**config.mk**
```make
export PLATFORM = sky130hd
export DESIGN_NAME = ctr_block_incr
export DESIGN_NICKNAME = d
export VERILOG_FILES = /design/src/rtl/ctr_incr_pkg.sv /design/src/rtl/ctr_field_decode.sv /design/src/rtl/ctr_carry_chain.sv /design/src/rtl/ctr_block_incr.sv
export SDC_FILE = /design/constraint.sdc
export NUM_CORES = 1
export LEC_CHECK = 0
export ABC_AREA = 1
export BUFFER_PORTS_ARGS = -buffer_cell sky130_fd_sc_hd__buf_2
export CORE_UTILIZATION = 55
export CTS_CLUSTER_DIAMETER = 60
export DETAILED_ROUTE_END_ITERATION = 12
export PLACE_DENSITY = 0.86
export SLEW_MARGIN = 20
export SYNTH_ARGS = -nofsm -noshare
export SYNTH_HDL_FRONTEND = slang
export SYNTH_SLANG_ARGS = --single-unit
```
**constraint.sdc**
```tcl
create_clock -name clk -period 2.1 [get_ports clk]
set_clock_uncertainty 0.1 [all_clocks]
set_input_delay 0.42 -clock clk [delete_from_list [all_inputs] [get_ports clk]]
set_output_delay 0.42 -clock clk [all_outputs]
set_load 0.02 [all_outputs]
```
**src/rtl/ctr_incr_pkg.sv**
```systemverilog
package ctr_incr_pkg;
  localparam int OCT_W = 8;

  typedef enum logic [2:0] {
    SZ_OFF = 3'd0,
    SZ_8   = 3'd1,
    SZ_16  = 3'd2,
    SZ_32  = 3'd3,
    SZ_64  = 3'd4,
    SZ_128 = 3'd5
  } ctr_size_e;

  // number of counter octets for a size code; 0 means disabled or unsupported
  function automatic int unsigned field_octets(input logic [2:0] code);
    case (code)
      SZ_8:    field_octets = 1;
      SZ_16:   field_octets = 2;
      SZ_32:   field_octets = 4;
      SZ_64:   field_octets = 8;
      SZ_128:  field_octets = 16;
      default: field_octets = 0;
    endcase
  endfunction
endpackage

```
**src/rtl/ctr_field_decode.sv**
```systemverilog
module ctr_field_decode
  import ctr_incr_pkg::*;
#(
  parameter int OCTETS = 16
) (
  input  logic [2:0]        size_code,
  input  logic              right_align,
  output logic [OCTETS-1:0] field_en,
  output logic              field_valid
);
  int unsigned n_oct;
  int unsigned lo_oct;

  always_comb begin
    n_oct       = field_octets(size_code);
    field_valid = (n_oct != 0) && (n_oct <= OCTETS);
    // a full-width counter has no alignment
    lo_oct      = (right_align && n_oct < OCTETS) ? (OCTETS - n_oct) : 0;
    for (int i = 0; i < OCTETS; i++) begin
      field_en[i] = field_valid && (i >= lo_oct) && (i < lo_oct + n_oct);
    end
  end
endmodule

```
**src/rtl/ctr_carry_chain.sv**
```systemverilog
module ctr_carry_chain
  import ctr_incr_pkg::*;
#(
  parameter int OCTETS = 16,
  localparam int BLK_W = OCTETS * OCT_W
) (
  input  logic [BLK_W-1:0]  data,
  input  logic [OCTETS-1:0] field_en,
  input  logic              big_endian,
  output logic [BLK_W-1:0]  data_inc
);
  logic [OCTETS-1:0] all_ones;
  logic [OCTETS-1:0] up_carry;
  logic [OCTETS-1:0] dn_carry;
  logic [OCTETS-1:0] bump;

  for (genvar g = 0; g < OCTETS; g++) begin : g_oct
    assign all_ones[g] = &data[g*OCT_W +: OCT_W];
    assign data_inc[g*OCT_W +: OCT_W] = data[g*OCT_W +: OCT_W] + OCT_W'(bump[g]);
  end

  // carry toward higher octets: the field's first octet always takes the +1
  always_comb begin
    up_carry[0] = field_en[0];
    for (int i = 1; i < OCTETS; i++) begin
      up_carry[i] = field_en[i] & (~field_en[i-1] | (up_carry[i-1] & all_ones[i-1]));
    end
  end

  // carry toward lower octets: the field's last octet always takes the +1
  always_comb begin
    dn_carry[OCTETS-1] = field_en[OCTETS-1];
    for (int i = OCTETS - 2; i >= 0; i--) begin
      dn_carry[i] = field_en[i] & (~field_en[i+1] | (dn_carry[i+1] & all_ones[i+1]));
    end
  end

  assign bump = big_endian ? dn_carry : up_carry;
endmodule

```
**src/rtl/ctr_block_incr.sv**
```systemverilog
module ctr_block_incr
  import ctr_incr_pkg::*;
#(
  parameter int OCTETS = 16,
  localparam int BLK_W = OCTETS * OCT_W
) (
  input  logic             clk,
  input  logic             rst_n,
  input  logic [BLK_W-1:0] blk_in,
  input  logic [2:0]       ctr_size,
  input  logic             ctr_right,
  input  logic             ctr_big,
  input  logic             inc_req,
  output logic [BLK_W-1:0] blk_out,
  output logic             inc_done
);
  logic [OCTETS-1:0] field_en;
  logic              field_valid;
  logic [BLK_W-1:0]  blk_inc;
  logic [BLK_W-1:0]  field_bits;
  logic [BLK_W-1:0]  out_q, out_d;
  logic              done_q, done_d;
  logic              load_en;

  ctr_field_decode #(.OCTETS(OCTETS)) u_decode (
    .size_code   (ctr_size),
    .right_align (ctr_right),
    .field_en    (field_en),
    .field_valid (field_valid)
  );

  ctr_carry_chain #(.OCTETS(OCTETS)) u_chain (
    .data       (blk_in),
    .field_en   (field_en),
    .big_endian (ctr_big),
    .data_inc   (blk_inc)
  );

  for (genvar g = 0; g < OCTETS; g++) begin : g_mask
    assign field_bits[g*OCT_W +: OCT_W] = {OCT_W{field_en[g]}};
  end

  // next state
  always_comb begin
    load_en = inc_req & field_valid;
    out_d   = blk_inc;
    done_d  = load_en;
  end

  // registers
  always_ff @(posedge clk or negedge rst_n) begin
    if (!rst_n) begin
      out_q  <= '0;
      done_q <= 1'b0;
    end else begin
      done_q <= done_d;
      if (load_en) out_q <= out_d;
    end
  end

  assign blk_out  = out_q;
  assign inc_done = done_q;

  assert_ignore_hold_R2: assert property (@(posedge clk) disable iff (!rst_n)
    (inc_req && (ctr_size == 3'd0 || ctr_size > 3'd5)) |=> ($stable(blk_out) && !inc_done));

  assert_left_half_R3: assert property (@(posedge clk) disable iff (!rst_n)
    (!ctr_right && ctr_size >= 3'd1 && ctr_size <= 3'd4) |-> (field_en[OCTETS-1:OCTETS/2] == '0));

  assert_right_half_R4: assert property (@(posedge clk) disable iff (!rst_n)
    (ctr_right && ctr_size >= 3'd1 && ctr_size <= 3'd4) |-> (field_en[OCTETS/2-1:0] == '0));

  assert_full_width_R5: assert property (@(posedge clk) disable iff (!rst_n)
    (ctr_size == 3'd5) |-> (&field_en));

  assert_outside_kept_R8: assert property (@(posedge clk) disable iff (!rst_n)
    (inc_req && field_valid) |=> (((blk_out ^ $past(blk_in)) & ~$past(field_bits)) == '0));

  assert_value_moves_R8: assert property (@(posedge clk) disable iff (!rst_n)
    (inc_req && field_valid) |=> (blk_out != $past(blk_in)));

  assert_done_after_req_R9: assert property (@(posedge clk) disable iff (!rst_n)
    inc_done |-> $past(inc_req));
endmodule

```
==> impl_metrics.toml, run 1 <==
[synthesis]
synth_warnings = 0
netlist_instances = 996
async_flop_share_pct = 100.0
yosysTopAreaCell = "dfrtp_1"
synth.area.top_cells = "dfrtp_1 (41%), nand2_1 (15%), o21ai_0 (7.3%), ha_1 (7.0%), xor2_1 (5.9%)"
synth.cell_area_sq_um = 7910
synth_top_area_share_pct = 40.81
synth_edf_count = 0
synth_seq_cells = 129
synth.distinct_cells = 37
synth.avg_cell_area_sq_um = 7.942
seq_area_frac_synth_pct = 40.81
dominantRegCellSynth = "dfrtp_1"

[floorplanning]
ios = 265
row_count = 43
die_w_um = 121.9
die_h_um = 121.9
initial_core_util_pct = 56.77

[cts]
cts_sinks = 129
cts.htree.levels = 4
cts_resized = 184
cts-buffers-inserted = 17
cts_setup_buffers = 113
root_buffer = "clkbuf_16"
cts_buffer_depth = 2
postCtsHoldBufs = 1

[placed_design]
portBuffers = 264
dpl_worst_slack_ns = -3.773
place_inst = 1676
dpl_cell_area_sq_um = 11910
gp_congestion = 0.9282
place_hpwl_mm = 21.21

[run_status]
status = "did not finish"
error = "[ERROR DPL-0038] Utilization greater than 100%, impossible to legalize"
stop_stage = "clock tree synthesis"
[synthesized netlist by cell type, drive strengths merged (8+ instances only)]
| library cell | instances |
|---|---|
| o21ai | 117 |
| nor2 | 65 |
| ha | 44 |
| xor2 | 53 |
| inv | 64 |
| o21bai | 13 |
| a21oi | 8 |
| nand3 | 60 |
| nand4 | 34 |
| nand2 | 316 |
| xnor2 | 45 |
| dfrtp | 129 |
| clkbuf | 27 |
[stage by stage]
stage,utilization [%],TNS (ns),hold slack [ns]
global placement,85.49,-374.37,0.3542
floorplan,-,-340.72,0.02441
detailed placement,85.49,-403.27,0.3594
[cells by family after synthesis]
| kind of cell | share of synthesized area, % |
|---|---|
| AOI/OAI and AO/OA | 10.31 |
| xor gates and xnor gates | 11.09 |
| adders and majority gates | 7.213 |
| buffers and inverters | 4.461 |
| DFF | 40.81 |
| other | 0.09494 |
| and+or+nand+nor | 26.02 |
==> run 2, diff against run 1 <==
- CORE_UTILIZATION: 55 -> 40
- CTS_CLUSTER_DIAMETER: 60 -> not set
- PLACE_DENSITY: 0.86 -> not set
- PLACE_DENSITY_LB_ADDON: not set -> 0.15
==> run 2 against run 1 <==
  * The flow now finishes, with violations (negative setup slack)
  * Synthesized area unchanged
  * Synthesized cell count unchanged
==> impl_metrics.toml, run 2 <==
[timing]
final-hold-violation-count = 0
hold_slack_ns = 0.2076
setup_tns_ns = -358.03
fin_ws_ns = -3.373
fin_crit_sh_pct = 260.6
rsz0062_at_grt = "yes"
period_needed_ns = 5.473
finalSetupViolCount = 128
slew_violations = 0
fmax_mhz = 182.7

[run_status]
violations = "negative setup slack"
status = "complete, but fails checks"

[power_and_ir_drop]
pwr-share-comb_pct = 35.6
p_int_w = 0.006216
swShare_pct = 36.13
p_leak_nw = 6.720
ir_worst_vdd_mv = 0.5739
p_clk_share_pct = 30.4
power_switching_w = 0.003516
p_per_area_nw_per_um2 = 707.6
seqPwrFrac_pct = 34.0

[critical_path]
required_ns = 2.30
worst_path_largest_cell_delay_ns = 0.23
start_kind = "input port"
critPathMaxFanout = 3
cp-end-kind = "register"
worst_path_most_repeated_cell = "nand2_1"
critPathSlowestCell = "nor3_2"
criticalPathCategory = "input port to register"
worst_ep_arrival_time_ns = 5.67

[routing]
drt_first_pass_iters = 5
antenna_left = 0
avgRoutedWirePerCell_um = 13.25
drcViolationCount = 0
vias_per_cell = 4.731
num_vias = 8615
drt_wl_total_mm = 24.13
drt_iter0_drc = 280

[synthesis]
yosysTopAreaCell = "dfrtp_1"
synth.avg_cell_area_sq_um = 7.942
synth_commonest_cells = "nand2_1 (309), dfrtp_1 (129), o21ai_0 (116), nor2_1 (62)"
netlist_instances = 996
synth.cell_area_sq_um = 7910
synth_seq_cells = 129
synth.area.top_cells = "dfrtp_1 (41%), nand2_1 (15%), o21ai_0 (7.3%), ha_1 (7.0%), xor2_1 (5.9%)"
synth_warnings = 0
synth.most_common_cell = "nand2_1"
synth.distinct_cells = 37
synth_top_area_share_pct = 40.81
async_flop_share_pct = 100.0
dominantRegCellSynth = "dfrtp_1"
seq_area_frac_synth_pct = 40.81
synth_edf_count = 0

[finish]
drive_above_1_share_pct = 51.38
layout_common_cells = "nand2_1 (265), buf_2 (261), buf_4 (233)"
multi_input_area_sq_um = 5675
largest_reg_flops = 128
synthToLayoutAreaGrowth_pct = 73.87
final_common_cell = "nand2_1"
nNetsFinal = 1723
nFillCells = 1558
regArea_sq_um = 3228

[job]
maxCapViolCount = 0

[cts]
cts.htree.levels = 4
insertion_delay_ns = 0.41
cts_sinks = 129
cts-buffers-inserted = 17
cts_tree = "done"
clk_pin_slew_worst_paths_ns = 0.06
root_buffer = "clkbuf_16"
cts_buffer_depth = 2

[global_route]
grt_pass1_vias = 8425
antenna_found_initial = 0
overflow = 0
grt_use_total_pct = 23.81
grt_pass1_wl_mm = 38.61
grt_max_degree = 50

[floorplanning]
ios = 265
row_count = 51
coreArea_sq_um = 19400
initial_core_util_pct = 40.78
dieArea_sq_um = 20340
die_h_um = 142.6
die_w_um = 142.6

[hold_path]
hold_class = "input port to register"

[placed_design]
portBuffers = 264
place_hpwl_mm = 17.77
gp_congestion = 0.8728
run 2: cell counts after synthesis:
Identical to the previous run, type by type.
run 2: critical path: cells and delay by family:
kind	cells	cell delay (ns)
buffers and inverters	6	0.45
xor gates and xnor gates	1	0.14
adders and majority gates	4	0.74
and+or+nand+nor	41	3.17
AOI/OAI and AO/OA	4	0.74
run 2: final cells by class:
cell class	count	share of cell area [%]
repair buffers	543	26.78
inverters	65	1.792
diodes	1	0.01820
flip-flops and latches	129	23.47
well taps	265	2.411
clock buffers	18	3.120
clock inverters	14	1.137
multi-input cells	786	41.27
run 2: path summary, 6_finish.rpt:
path / startpoint / endpoint / slack (ns) / depth (start not counted)
worst max-delay path: ctr_size[2] / blk_out[127] / -3.37 / 56
worst min-delay path: blk_in[87] / blk_out[87] / 0.21 / 3
worst max register to register: blk_out[18] / blk_out[18] / 1.35 / 2
min in group asynchronous: rst_n / blk_out[69] / 0.36 / 2
max in group asynchronous: rst_n / blk_out[41] / 0.89 / 3
worst min register to register: blk_out[56] / blk_out[56] / 0.37 / 2
run 2: what timing repair did:
action / CTS / global route
setup buffers: 33 / 10
hold buffers: 1 / 0
endpoints found under the hold margin: 29 / 0
resized for setup: 126 / 107
pin swaps: 121 / 155
endpoints found under the setup margin: 128 / 128
run 2: kinds of logic (layout without fill, tap and decap cells):
| kind of cell | Yosys count | after routing | synth area share [%] |
|---|---|---|---|
| AND/OR/NAND/NOR | 483 | 483 | 26.02 |
| AO/OA/AOI/OAI | 145 | 145 | 10.31 |
| flip-flops | 129 | 129 | 40.81 |
| XOR/XNOR | 98 | 98 | 11.09 |
| buffers and inverters | 94 | 640 | 4.461 |
| adder cells (fa/ha/maj) | 45 | 45 | 7.213 |
| other | 2 | 16 | 0.09494 |
run 2: metal layers:
metal  global-route usage (%)  wire, um  part of all wire, %  up-vias
li1                         -         -                    -     4351
met1                    28.72     10250                   42     4044
met2                    42.72     12400                   51      198
met3                    4.628      1157                  4.8       22
met4                    7.074       316                  1.3        0
met5                        0         0                    0        -
run 2: power groups by stage:
| stage | Clock (W) | Combinational [W] | Sequential, W |
|---|---|---|---|
| after global routing | 0.00312 | 0.00380 | 0.00337 |
| after floorplan | 0 | 0.00104 | 0.00401 |
| after global placement | 0 | 0.00317 | 0.00333 |
| after detailed placement | 0 | 0.00322 | 0.00333 |
| after CTS | 0.00302 | 0.00339 | 0.00331 |
| final | 0.00296 | 0.00346 | 0.00331 |
run 2: per-stage QoR:
stage               setup slack, ns  utilization (%)  total power [W]  cells  instance area, sq um
finish                       -3.373            70.90         0.009732   1821                 13750
global route                 -3.847            70.88          0.01029   1820                 13750
CTS                          -3.090            68.68         0.009719   1820                 13320
detailed placement           -3.696            62.13         0.006553   1765                 12050
global placement             -3.469            62.13         0.006501   1765                 12050
floorplan                    -3.185                -         0.005049   1009                  8498
(Power assumes the default switching activity.)
==> run 3, diff against run 2 <==
- CORE_ASPECT_RATIO: not set -> 1.25
==> run 3 against run 2 <==
  * The run still ends with negative setup slack left
  * Sequential power barely moved
  * Worst setup slack got worse by 0.0021 ns
  * Via count rose by 2.8%
  * Non-clock buffer count rose by 34
  * Largest cell class unchanged
  * Critical path type unchanged
  * Worst hold slack improved by 0.027 ns
==> impl_metrics.toml, run 3 (same netlist as run 2, synthesis figures left out) <==
[power_and_ir_drop]
swShare_pct = 34.57
p_int_w = 0.006738
ir_worst_vdd_mv = 0.6017
p_per_area_nw_per_um2 = 718.8
power_switching_w = 0.003559
fin_total_pwr_w = 0.01030
p_clk_share_pct = 32.0
pwr-share-comb_pct = 35.9
seqPwrFrac_pct = 32.1
p_leak_nw = 6.956

[placed_design]
dpl_worst_slack_ns = -3.597
portBuffers = 264
place_hpwl_mm = 18.38
dpl_cell_area_sq_um = 12030
gp_congestion = 0.8999

[routing]
num_vias = 8854
met1_length_mm = 9.969
drt_wl_total_mm = 25.93
wl_met2_mm = 14.24
drt_first_pass_iters = 5
route.met3.wl_um = 882
avgRoutedWirePerCell_um = 14.00
drt_iter0_drc = 342
top_layer_used = "met4"
antenna_left = 0
vias_per_cell = 4.778
drcViolationCount = 0

[critical_path]
worst_path_most_repeated_cell = "nand2_2"
cp-end-kind = "register"
worst_ep_arrival_time_ns = 5.67
worst_path_largest_cell_delay_ns = 0.23
start_kind = "input port"
criticalPathCategory = "input port to register"
critPathMaxFanout = 4
critPathSlowestCell = "ha_4"
required_ns = 2.30
path_buf_inv = 5
path_delay_family = "simple AND/OR/NAND/NOR gates"

[cts]
cts.htree.levels = 4
cts_sinks = 129
cts_tree = "done"
root_buffer = "clkbuf_16"
cts_buffer_depth = 2
cts-buffers-inserted = 17
clk_pin_slew_worst_paths_ns = 0.06
insertion_delay_ns = 0.42

[timing]
finalSetupViolCount = 128
final-hold-violation-count = 0
period_needed_ns = 5.475
rsz0062_at_grt = "yes"
fin_crit_sh_pct = 260.7
fmax_mhz = 182.7
fin_ws_ns = -3.375
slew_violations = 0
setup_tns_ns = -377.02

[finish]
final_common_cell = "buf_2"
nFillCells = 1441
drive_above_1_share_pct = 53.97
multi_input_area_sq_um = 5854
layout_common_cells = "buf_2 (261), nand2_1 (255), buf_4 (241)"
largest_reg_flops = 128
n_antenna_cell = 0
nNetsFinal = 1757
fin_util_pct = 73.85
fin_area_sq_um = 14330
synthToLayoutAreaGrowth_pct = 81.11
regArea_sq_um = 3228

[global_route]
grt_max_degree = 63
antenna_found_initial = 0
grt_use_total_pct = 24.81
grt_pass1_vias = 8912
grt_pass1_wl_mm = 40.34
overflow = 0

[floorplanning]
coreArea_sq_um = 19400
die_h_um = 159.2
die_w_um = 127.8
initial_core_util_pct = 40.78
dieArea_sq_um = 20350
ios = 265
row_count = 57

[hold_path]
hold_class = "input port to register"

[run_status]
violations = "negative setup slack"
status = "complete, but fails checks"

[job]
maxCapViolCount = 0
## run 3: cell count changes in the layout (fill, tap and decap cells not counted), moves of 4 or more
| cell | before | now |
|---|---|---|
| buf_4 | 233 | 241 |
| nor2_2 | 14 | 10 |
| nand2_2 | 45 | 54 |
| nand2_1 | 265 | 255 |
| buf_6 | 38 | 66 |
| nor2_4 | 17 | 21 |
| inv_2 | 19 | 23 |
## run 3: area by class of cell
| type | count | area share [%] |
|---|---|---|
| clock buffers | 19 | 3.092 |
| clock inverters | 12 | 1.441 |
| inverters | 65 | 1.703 |
| multi-input cells | 786 | 40.86 |
| flip-flops and latches | 129 | 22.53 |
| well taps | 265 | 2.314 |
| repair buffers | 577 | 28.05 |
## run 3: what timing repair did
item	CTS	global route
setup endpoints to repair	128	128
pin swaps	85	185
cloned	0	0
endpoints found under the hold margin	35	0
hold buffers	1	0
buffers inserted	57	21
gates resized for setup	105	183
## run 3: worst paths after layout
check / startpoint / end / slack [ns] / cells past startpoint
max in group asynchronous: rst_n / blk_out[25] / 0.90 / 3
max reg2reg: blk_out[119] / blk_out[119] / 1.32 / 2
min in group asynchronous: rst_n / blk_out[69] / 0.36 / 2
min: blk_in[118] / blk_out[118] / 0.23 / 3
max: ctr_size[2] / blk_out[7] / -3.37 / 57
min reg2reg: blk_out[40] / blk_out[40] / 0.36 / 2
## run 3: metrics by stage
stage | std cells | hold WS (ns)
detailed placement | 1762 | 0.2456
global route | 1853 | 0.2258
finish | 1853 | 0.2349
CTS | 1845 | 0.1791
global placement | 1762 | 0.2481
floorplan | 1009 | 0.02441
## run 3: layer usage
layer	up-vias	global-route usage, %
li1	4419	-
met1	4174	26.74
met2	202	46.47
met3	59	3.763
met4	0	12.03
met5	-	0
## run 3: power by group through the flow
stage	Sequential (W)	Combinational, W	Clock [W]
after global placement	0.00332	0.00318	0
final	0.00330	0.00370	0.00330
after floorplan	0.00401	0.00104	0
after detailed placement	0.00333	0.00323	0
after global routing	0.00337	0.00401	0.00346
after CTS	0.00330	0.00349	0.00336
## run 3: worst min-delay path: cells and delay by family
family / cells / cell delay, ns
AOI/OAI and AO/OA: 1 / 0.05
xor gates and xnor gates: 1 / 0.12
buffers and inverters: 1 / 0.13
==> run 4, diff against run 3 <==
- CORE_MARGIN: not set -> 1.5
==> run 4 against run 3 <==
  * The run still ends with negative setup slack left
  * Global-route usage is 1.5 points higher
  * Maximum frequency shrank 4.2%
  * Total power rose by 2.2%
  * Sequential share of layout area shrank 0.60 points
  * Largest power group unchanged
==> impl_metrics.toml, run 4 (same netlist as run 2, synthesis figures left out) <==
[global_route]
antenna_found_initial = 1
top_usage_layer = "met2"
grt_use_met3_pct = 4.422
globalRouteMet1Util_pct = 28.49
met2_usage_pct = 49.37
overflow = 0
grt_pass1_vias = 9347
grt_max_degree = 74
grt_use_total_pct = 26.26
grt_pass1_wl_mm = 43.33

[timing]
rsz0062_at_grt = "yes"
period_needed_ns = 5.712
setup_tns_ns = -408.04
slew_violations = 0
finalSetupViolCount = 128
final-hold-violation-count = 0
fin_ws_ns = -3.612
fin_crit_sh_pct = 272.0
fmax_mhz = 175.1

[floorplanning]
coreArea_sq_um = 19400
die_w_um = 128.8
row_count = 57
initial_core_util_pct = 40.78
die_h_um = 160.2
ios = 265
dieArea_sq_um = 20630

[critical_path]
ff2ff_path_depth = 2
crit_end = "blk_out[5]"
worst_path_largest_cell_delay_ns = 0.31
worst_path_most_repeated_cell = "nand2_1"
critPathSlowestCell = "ha_1"
ff2ff_setup_slack_ns = 1.33
criticalPathCategory = "input port to register"
critPathMaxFanout = 3
cp-end-kind = "register"
worst_ep_arrival_time_ns = 5.92
rr_startpoint = "blk_out[52]"
required_ns = 2.30
cp-startpoint = "ctr_size[0]"
timing.rr.end = "blk_out[52]"
start_kind = "input port"

[routing]
vias_per_cell = 4.837
avgRoutedWirePerCell_um = 14.74
drt_first_pass_iters = 5
drcViolationCount = 0
antenna_left = 0
drt_wl_total_mm = 28.05
drt_iter0_drc = 362
num_vias = 9205

[hold_path]
hold_class = "input port to register"

[cts]
cts-buffers-inserted = 17
cts_sinks = 129
cts.htree.levels = 4
clk_pin_slew_worst_paths_ns = 0.06
root_buffer = "clkbuf_16"
cts_buffer_depth = 2
cts_tree = "done"
insertion_delay_ns = 0.42

[placed_design]
dpl_worst_slack_ns = -3.607
place_hpwl_mm = 18.43
dpl_cell_area_sq_um = 12040
gp_congestion = 0.9100
portBuffers = 264

[run_status]
status = "complete, but fails checks"
violations = "negative setup slack"

[power_and_ir_drop]
p_leak_nw = 7.190
fin_total_pwr_w = 0.01052
p_per_area_nw_per_um2 = 715.0
ir_worst_vdd_mv = 0.5977

[job]
maxCapViolCount = 0

[finish]
synthToLayoutAreaGrowth_pct = 86.08
final_common_cell = "buf_4"
largest_reg_flops = 128
multi_input_area_sq_um = 5899
fin_area_sq_um = 14720
nNetsFinal = 1805
regArea_sq_um = 3228
drive_above_1_share_pct = 55.53
nFillCells = 1382
layout_common_cells = "buf_4 (298), buf_2 (260), nand2_1 (258)"
## run 4: changes by cell type in the layout (fill, tap and decap cells not counted), sizes merged
cell / previous run / this run
diode: 0 / 1
buf: 576 / 624
clkbuf: 19 / 20
## run 4: metrics by stage
| step | utilization (%) | std cells | hold WS, ns |
|---|---|---|---|
| 6_report | 75.88 | 1903 | 0.1904 |
| 5_1_grt | 75.88 | 1903 | 0.2057 |
| 3_5_place_dp | 62.07 | 1765 | 0.1060 |
| 3_3_place_gp | 62.07 | 1765 | 0.1060 |
| 4_1_cts | 73.06 | 1882 | 0.1806 |
| 2_1_floorplan | - | 1009 | 0.02441 |
## run 4: cell type report
class	instances	share of cell area [%]
multi-input combinational	786	40.08
sequential	129	21.93
timing repair buffer	625	29.56
antenna	1	0.01700
inverter	65	1.675
clock inverter	12	1.377
clock buffer	20	3.103
tap	265	2.253
## run 4: worst min path at each step
stage,startpoint,endpoint,cells past startpoint
2_1_floorplan,rst_n,blk_out[0],0
3_3_place_gp,rst_n,blk_out[68],1
3_5_place_dp,rst_n,blk_out[68],1
4_1_cts,blk_in[39],blk_out[39],3
5_1_grt,blk_in[39],blk_out[39],3
6_report,blk_in[39],blk_out[39],3
## run 4: layer usage
| layer | vias to the layer above | share of wire [%] |
|---|---|---|
| li1 | 4509 | - |
| met1 | 4340 | 38 |
| met2 | 270 | 54 |
| met3 | 86 | 3.8 |
| met4 | 0 | 4.1 |
| met5 | - | 0 |
## run 4: timing repair
action                     CTS  global route
hold endpoints to repair   129             0
pin swaps                  150           150
hold buffers                 1             0
gates resized for setup    192            97
setup buffers              120            22
setup endpoints to repair  128           128
## run 4: where the power goes
| part | internal [W] | total (W) | switching (W) |
|---|---|---|---|
| Combinational | 0.00167 | 0.00387 | 0.00220 |
| Sequential | 0.00302 | 0.00330 | 0.000283 |
| Clock | 0.00218 | 0.00335 | 0.00117 |
| Total | 0.00687 | 0.0105 | 0.00365 |
## run 4: critical path, delay by kind of cell
kind | cells | cell delay, ns
xor gates and xnor gates | 1 | 0.09
and+or+nand+nor | 37 | 3.01
adders and majority gates | 4 | 0.82
buffers and inverters | 8 | 0.85
AOI/OAI and AO/OA | 4 | 0.71
